==> src/rtl/plp_pkg.sv <==
package plp_pkg;

    localparam logic [1:0] OP_READ = 2'b10;

    typedef enum logic [2:0] {
        ST_IDLE,
        ST_ISSUE,
        ST_WAIT,
        ST_APPLY,
        ST_LINK,
        ST_NEXT
    } st_e;

    typedef enum logic [2:0] {
        RD_STAT,
        RD_RESTAT,
        RD_CTL,
        RD_ADV,
        RD_LPA,
        RD_GCTL,
        RD_GSTAT
    } rd_e;

    // Only the register bits the resolution uses are kept.
    typedef struct packed {
        logic       an_en;   // ctl bit 12
        logic       an_done; // status bit 5
        logic       f_gig;   // ctl bit 6
        logic       f_100;   // ctl bit 13
        logic       f_full;  // ctl bit 8
        logic [3:0] adv;     // {adv[10], adv[8:6]}
        logic [3:0] lpa;     // {lpa[10], lpa[8:6]}
        logic [1:0] gadv;    // gig control bits 9:8
        logic [1:0] glpa;    // gig status bits 11:10
    } caps_t;

    typedef struct packed {
        logic [1:0] speed;
        logic       duplex;
        logic       pause;
    } mode_t;

    function automatic logic [4:0] reg_of(rd_e r);
        case (r)
            RD_STAT, RD_RESTAT: return 5'd1;
            RD_CTL:             return 5'd0;
            RD_ADV:             return 5'd4;
            RD_LPA:             return 5'd5;
            RD_GCTL:            return 5'd9;
            default:            return 5'd10;
        endcase
    endfunction

endpackage

==> src/rtl/plp_tick.sv <==
module plp_tick #(
    parameter int PERIOD_CYC = 100_000_000
) (
    input  logic clk,
    input  logic rst_n,
    output logic tick
);
    localparam int CW = (PERIOD_CYC > 2) ? $clog2(PERIOD_CYC) : 1;
    localparam logic [CW-1:0] LAST = CW'(PERIOD_CYC - 1);

    logic [CW-1:0] cnt_d, cnt_q;

    always_comb begin
        tick  = (cnt_q == LAST);
        cnt_d = tick ? '0 : cnt_q + 1'b1;
    end

    always_ff @(posedge clk) begin
        if (!rst_n) cnt_q <= '0;
        else        cnt_q <= cnt_d;
    end
endmodule

==> src/rtl/plp_resolve.sv <==
module plp_resolve
    import plp_pkg::*;
(
    input  caps_t caps,
    output mode_t mode
);
    logic [1:0] gm;
    logic [2:0] cm;

    always_comb begin
        gm   = caps.gadv & caps.glpa;
        cm   = caps.adv[2:0] & caps.lpa[2:0];
        mode = '0;
        if (caps.an_en && caps.an_done) begin
            mode.pause = caps.adv[3] & caps.lpa[3];
            if (gm[1])      begin mode.speed = 2'd2; mode.duplex = 1'b1; end
            else if (gm[0]) begin mode.speed = 2'd2; mode.duplex = 1'b0; end
            else if (cm[2]) begin mode.speed = 2'd1; mode.duplex = 1'b1; end
            else if (cm[1]) begin mode.speed = 2'd1; mode.duplex = 1'b0; end
            else if (cm[0]) begin mode.speed = 2'd0; mode.duplex = 1'b1; end
            else            begin mode.speed = 2'd0; mode.duplex = 1'b0; end
        end else begin
            mode.pause  = caps.adv[3];
            mode.speed  = caps.f_gig ? 2'd2 : {1'b0, caps.f_100};
            mode.duplex = caps.f_full;
        end
    end
endmodule

==> src/rtl/phy_link_poller.sv <==
module phy_link_poller
    import plp_pkg::*;
#(
    parameter int NUM_PORTS  = 2,
    parameter int PHY_BASE   = 0,
    parameter int PERIOD_CYC = 100_000_000
) (
    input  logic                   clk,
    input  logic                   rst_n,
    input  logic                   sw_en,
    output logic                   mdio_req,
    output logic [1:0]             mdio_op,
    output logic [4:0]             mdio_phy,
    output logic [4:0]             mdio_reg,
    input  logic                   mdio_busy,
    input  logic [15:0]            mdio_rdata,
    output logic [NUM_PORTS-1:0]   link_up,
    output logic [2*NUM_PORTS-1:0] port_speed,
    output logic [NUM_PORTS-1:0]   port_duplex,
    output logic [NUM_PORTS-1:0]   port_pause
);
    localparam int PW = (NUM_PORTS > 1) ? $clog2(NUM_PORTS) : 1;
    localparam logic [PW-1:0] LAST_PORT = PW'(NUM_PORTS - 1);

    typedef struct packed {
        st_e                       st;
        rd_e                       rd;
        logic [PW-1:0]             port;
        caps_t                     caps;
        logic [NUM_PORTS-1:0]      link;
        logic [NUM_PORTS-1:0]      dup;
        logic [NUM_PORTS-1:0]      pause;
        logic [NUM_PORTS-1:0]      known;
        logic [NUM_PORTS-1:0]      prev;
        logic [NUM_PORTS-1:0][1:0] speed;
    } state_t;

    state_t s_d, s_q;
    logic   tick;
    mode_t  res;
    logic   absent;

    plp_tick #(.PERIOD_CYC(PERIOD_CYC)) tick_i (
        .clk   (clk),
        .rst_n (rst_n),
        .tick  (tick)
    );

    plp_resolve res_i (
        .caps (s_q.caps),
        .mode (res)
    );

    assign mdio_req    = (s_q.st == ST_ISSUE);
    assign mdio_op     = OP_READ;
    assign mdio_phy    = 5'(PHY_BASE) + 5'(s_q.port);
    assign mdio_reg    = reg_of(s_q.rd);
    assign link_up     = s_q.link;
    assign port_speed  = s_q.speed;
    assign port_duplex = s_q.dup;
    assign port_pause  = s_q.pause;
    assign absent      = (mdio_rdata == 16'h0000) || (mdio_rdata == 16'hFFFF);

    always_comb begin
        s_d = s_q;
        case (s_q.st)
            ST_IDLE: begin
                if (tick && sw_en) begin
                    s_d.port = '0;
                    s_d.rd   = RD_STAT;
                    s_d.st   = ST_ISSUE;
                end
            end
            ST_ISSUE: s_d.st = ST_WAIT;
            ST_WAIT: begin
                if (!mdio_busy) begin
                    s_d.st = ST_ISSUE;
                    case (s_q.rd)
                        RD_STAT: begin
                            s_d.caps.an_done = mdio_rdata[5];
                            if (absent) begin
                                s_d.st = ST_NEXT;
                            end else if (s_q.known[s_q.port] &&
                                         (s_q.prev[s_q.port] == mdio_rdata[2])) begin
                                s_d.st = ST_NEXT;
                            end else if (!mdio_rdata[2]) begin
                                s_d.link[s_q.port] = 1'b0;
                                s_d.rd = RD_RESTAT;
                            end else begin
                                s_d.rd = RD_CTL;
                            end
                        end
                        RD_RESTAT: begin
                            s_d.caps.an_done = mdio_rdata[5];
                            if (!mdio_rdata[2]) begin
                                s_d.prev[s_q.port]  = 1'b0;
                                s_d.known[s_q.port] = 1'b1;
                                s_d.st = ST_NEXT;
                            end else begin
                                s_d.rd = RD_CTL;
                            end
                        end
                        RD_CTL: begin
                            s_d.caps.an_en  = mdio_rdata[12];
                            s_d.caps.f_gig  = mdio_rdata[6];
                            s_d.caps.f_100  = mdio_rdata[13];
                            s_d.caps.f_full = mdio_rdata[8];
                            s_d.rd = RD_ADV;
                        end
                        RD_ADV: begin
                            s_d.caps.adv = {mdio_rdata[10], mdio_rdata[8:6]};
                            if (s_q.caps.an_en && s_q.caps.an_done) s_d.rd = RD_LPA;
                            else                                    s_d.st = ST_APPLY;
                        end
                        RD_LPA: begin
                            s_d.caps.lpa = {mdio_rdata[10], mdio_rdata[8:6]};
                            s_d.rd = RD_GCTL;
                        end
                        RD_GCTL: begin
                            s_d.caps.gadv = mdio_rdata[9:8];
                            s_d.rd = RD_GSTAT;
                        end
                        default: begin
                            s_d.caps.glpa = mdio_rdata[11:10];
                            s_d.st = ST_APPLY;
                        end
                    endcase
                end
            end
            ST_APPLY: begin
                s_d.speed[s_q.port] = res.speed;
                s_d.dup[s_q.port]   = res.duplex;
                s_d.pause[s_q.port] = res.pause;
                s_d.st = ST_LINK;
            end
            ST_LINK: begin
                s_d.link[s_q.port]  = 1'b1;
                s_d.prev[s_q.port]  = 1'b1;
                s_d.known[s_q.port] = 1'b1;
                s_d.st = ST_NEXT;
            end
            default: begin
                if (s_q.port == LAST_PORT) begin
                    s_d.st = ST_IDLE;
                end else begin
                    s_d.port = s_q.port + 1'b1;
                    s_d.rd   = RD_STAT;
                    s_d.st   = ST_ISSUE;
                end
            end
        endcase
    end

    always_ff @(posedge clk) begin
        if (!rst_n) begin
            s_q    <= '0;
            s_q.st <= ST_IDLE;
            s_q.rd <= RD_STAT;
        end else begin
            s_q <= s_d;
        end
    end
endmodule

==> config.mk <==
export PLATFORM = sky130hd
export DESIGN_NAME = phy_link_poller
export DESIGN_NICKNAME = d
export VERILOG_FILES = /design/src/rtl/plp_pkg.sv /design/src/rtl/plp_tick.sv /design/src/rtl/plp_resolve.sv /design/src/rtl/phy_link_poller.sv
export SDC_FILE = /design/constraint.sdc
export NUM_CORES = 1
export LEC_CHECK = 0
export ABC_AREA = 0
export ABC_CLOCK_PERIOD_IN_PS = 3600
export BUFFER_PORTS_ARGS = -buffer_cell sky130_fd_sc_hd__buf_2
export CORE_UTILIZATION = 30
export DETAILED_ROUTE_END_ITERATION = 8
export PLACE_DENSITY = 0.56
export SETUP_SLACK_MARGIN = 0.5
export SLEW_MARGIN = 20
export SYNTH_ARGS = -nofsm -noshare
export SYNTH_HDL_FRONTEND = slang
export SYNTH_SLANG_ARGS = --single-unit
==> constraint.sdc <==
create_clock -name clk -period 3.6 [get_ports clk]
set_input_delay 0.36 -clock clk [delete_from_list [all_inputs] [get_ports clk]]
set_output_delay 0.36 -clock clk [all_outputs]
set_load 0.01 [all_outputs]
==> metrics.txt <==
initial antenna violation count 0; largest net degree at the start of global routing 43; Finish-stage setup viols 0; Area after DPL 3440 um^2; Worst Setup EP tick_i.cnt_q[21]; CTS buffer count 9; clock skew 0.0143 ns; startpoint types register; die area 11300 um^2; Antenna diodes 0; DRC violation total after the first TritonRoute iteration 126; synthesized flop and latch total 65; Comb power frac 0.033; drt via density 4.83; Yosys cell types 50; sequential fraction of the synthesis area 0.398; Final Hold Viols 0; Clk pin slew, worst setup/hold paths 0.08 ns; dominant cell type by area after synthesis dfxtp_1; sw frac 0.228; chip width 106 um; Clock Sink Count 65; core area roughly 10000 um^2; final WL 6.79 mm; Port-buffer cells 35; Fin Setup TNS 0 ns; # rows 37; Pre-antenna DRT Iters 4; GRT Util Overall 0.128; post-synthesis cell count 377; fin crit share 0.609; outcome completed; Req. time, crit path 3.79 ns; RSZ-0062 raised after global routing no; crit path buf inv count 0; sequential group share of total power 0.507; area growth from synthesis to layout 11.8%; P_sw 0.000326 W; cells on worst reg2reg path 6; Post-synth EDFFs 0; pwr/cell area 391 nW/um^2; slowest stage delay, CP around 0.67 ns; Placer Congestion 0.797; Root Buffer clkbuf_8; Lkg Pwr about 1.4 nW; cts repair resizes 0; Area contributors post-synth dfxtp_1, mux2i_1, nor2_1; CP top delay family simple AND/OR/NAND/NOR gates; residual DRC count 0; area fraction of the dominant cell type after synthesis 0.398; fmax 0.456 GHz; TritonCTS clock tree done; MaxCap Viol Count 0; Clk pwr share 0.461; syn avg cell area 8.66 um^2; Pint around 0.0011 W; Peak VDD IR 0.203 mV; crit-path cells ha_1 -> nand3_1 -> nor2_1 -> nand3_1 -> nand2_1 -> nor2_1; launch point of the worst reg-to-reg path tick_i.cnt_q[0]; Design Area, Final 3650 um^2; post-detail-place hpwl 4.90 mm; Final WS setup 1.41 ns; Synth Cell Area 3270 um^2; Synth async-reset ratio 0; Worst R2R End tick_i.cnt_q[21]; min Tclk post-route 2.19 ns; # hold bufs at CTS 0; CP Capture Type register; total number of yosys warnings 0; Crit. path cell count 6; Clock Path Buffers 2; min-delay worst type input pin to register; Worst Setup Slack post-DPL 1.38 ns; postcts setup bufs 0; final net count ~420; detailed-route via count ~2600; Clock Latency Late Sink 0.34 ns; Setup CP Type register to register; Max-slew headroom 0.434; vias in the first global route 2479; max-slew violations 0; Ports 43; CP max FO 26; DIE HEIGHT 106 um; slowest CP cell nand2_1; share of cells above drive strength 1 0.152; Crit. Startpoint tick_i.cnt_q[0]; Power Total around 0.0014 W; WL per Instance 12.6 um; slew of the pin with the lowest slew margin 0.847 ns; Reg2Reg Setup Slack 1.41 ns; htree depth 3; Util after Layout 0.351; ANT nets after route 0; Top FF cell, synth dfxtp_1; GR Overflow Total 0; CP arrival 2.38 ns; initial core utilization 0.314; global-route wire length before repair 11.6 mm
## sequential cells by signal, indices dropped and copies added, names as in the netlist, named ones only
name / count
port_speed: 4
port_duplex: 2
tick_i.cnt_q: 27
port_pause: 2
s_q: 26
## worst reg2reg max path: stages (launching register included)
cell and delay, ns:
dfxtp_1 0.35, ha_1 0.23, nand3_1 0.16, nor2_1 0.32
nand3_1 0.18, nand2_1 0.67, nor2_1 0.13
## synthesized netlist by cell type, types with 4 or more instances
cell      count
dfxtp_1      65
nor2_1       40
nand2_1      34
mux2i_1      25
nor2b_1      22
buf_4        19
nand3_1      16
xor2_1       15
a21oi_1      13
o21ai_0      12
clkbuf_1     11
nand4_1      11
inv_1         9
xnor2_1       9
and3_1        7
and2_1        6
nor4_1        6
or3_1         5
nand2b_1      4
## logic make-up (layout without fill, tap and decap cells)
kind of cell    Yosys count  in the layout  share of synthesized area
flops                    65             65                      0.398
simple gates            173            173                      0.293
other cells               2              7                    0.00230
compound gates           44             44                     0.0866
mux                      25             25                     0.0766
xor+xnor                 24             24                     0.0644
fa+ha+maj                 2              2                    0.00690
buf+inv                  42             61                     0.0713
## worst min-delay path by stage
stage / depth (start not counted) / end / slack, ns / start
2_1_floorplan: 1 / tick_i.cnt_q[0] / 0.42 / tick_i.cnt_q[0]
3_3_place_gp: 1 / tick_i.cnt_q[0] / 0.43 / tick_i.cnt_q[0]
3_5_place_dp: 1 / tick_i.cnt_q[0] / 0.44 / tick_i.cnt_q[0]
4_1_cts: 3 / s_q[17] / 0.29 / mdio_rdata[9]
5_1_grt: 3 / s_q[15] / 0.31 / mdio_rdata[11]
6_report: 3 / s_q[17] / 0.31 / mdio_rdata[9]
## power groups by stage
stage | clock [W] | combinational, W | sequential [W]
after floorplan | 0 | 0.0000303 | 0.000740
after global placement | 0 | 0.0000463 | 0.000740
after detailed placement | 0 | 0.0000465 | 0.000740
after CTS | 0.000682 | 0.0000467 | 0.000724
after global routing | 0.000713 | 0.0000516 | 0.000724
final | 0.000657 | 0.0000464 | 0.000724
## area by class of cell
cell class | instances | area [um^2]
inverters | 9 | 33.8
well taps | 136 | 170
fillers | 1098 | 6770
clock buffers | 11 | 151
flip-flops and latches | 65 | 1300
multi-input cells | 275 | 1750
repair buffers | 36 | 183
clock inverters | 5 | 61.3
## per-layer routing
metal,vias to the layer above,part of all wire,global-route usage
li1,1333,-,-
met2,50,0.47,0.216
met1,1201,0.48,0.159
met5,-,0,0
met3,8,0.036,0.0325
met4,0,0.0091,0.0417
## through the flow
stage / cells / hold slack (ns)
after floorplan: 382 / 0.418
after global placement: 521 / 0.431
after detailed placement: 521 / 0.439
after CTS: 537 / 0.293
after global routing: 537 / 0.313
final: 537 / 0.311
## cells in the final DEF, fill, tap and decap left out, types with 7 or more instances in the layout
| cell | netlist | final |
|---|---|---|
| mux2i_1 | 25 | 25 |
| inv_1 | 9 | 9 |
| and3_1 | 7 | 7 |
| o21ai_0 | 12 | 12 |
| xnor2_1 | 9 | 9 |
| nand4_1 | 11 | 11 |
| nand2_1 | 34 | 34 |
| nand3_1 | 16 | 16 |
| clkbuf_8 | 0 | 11 |
| a21oi_1 | 13 | 13 |
| conb_1 | 2 | 7 |
| nor2b_1 | 22 | 22 |
| xor2_1 | 15 | 15 |
| dfxtp_1 | 65 | 65 |
| nor2_1 | 40 | 40 |
| buf_2 | 3 | 35 |
(Power assumes the default switching activity.)
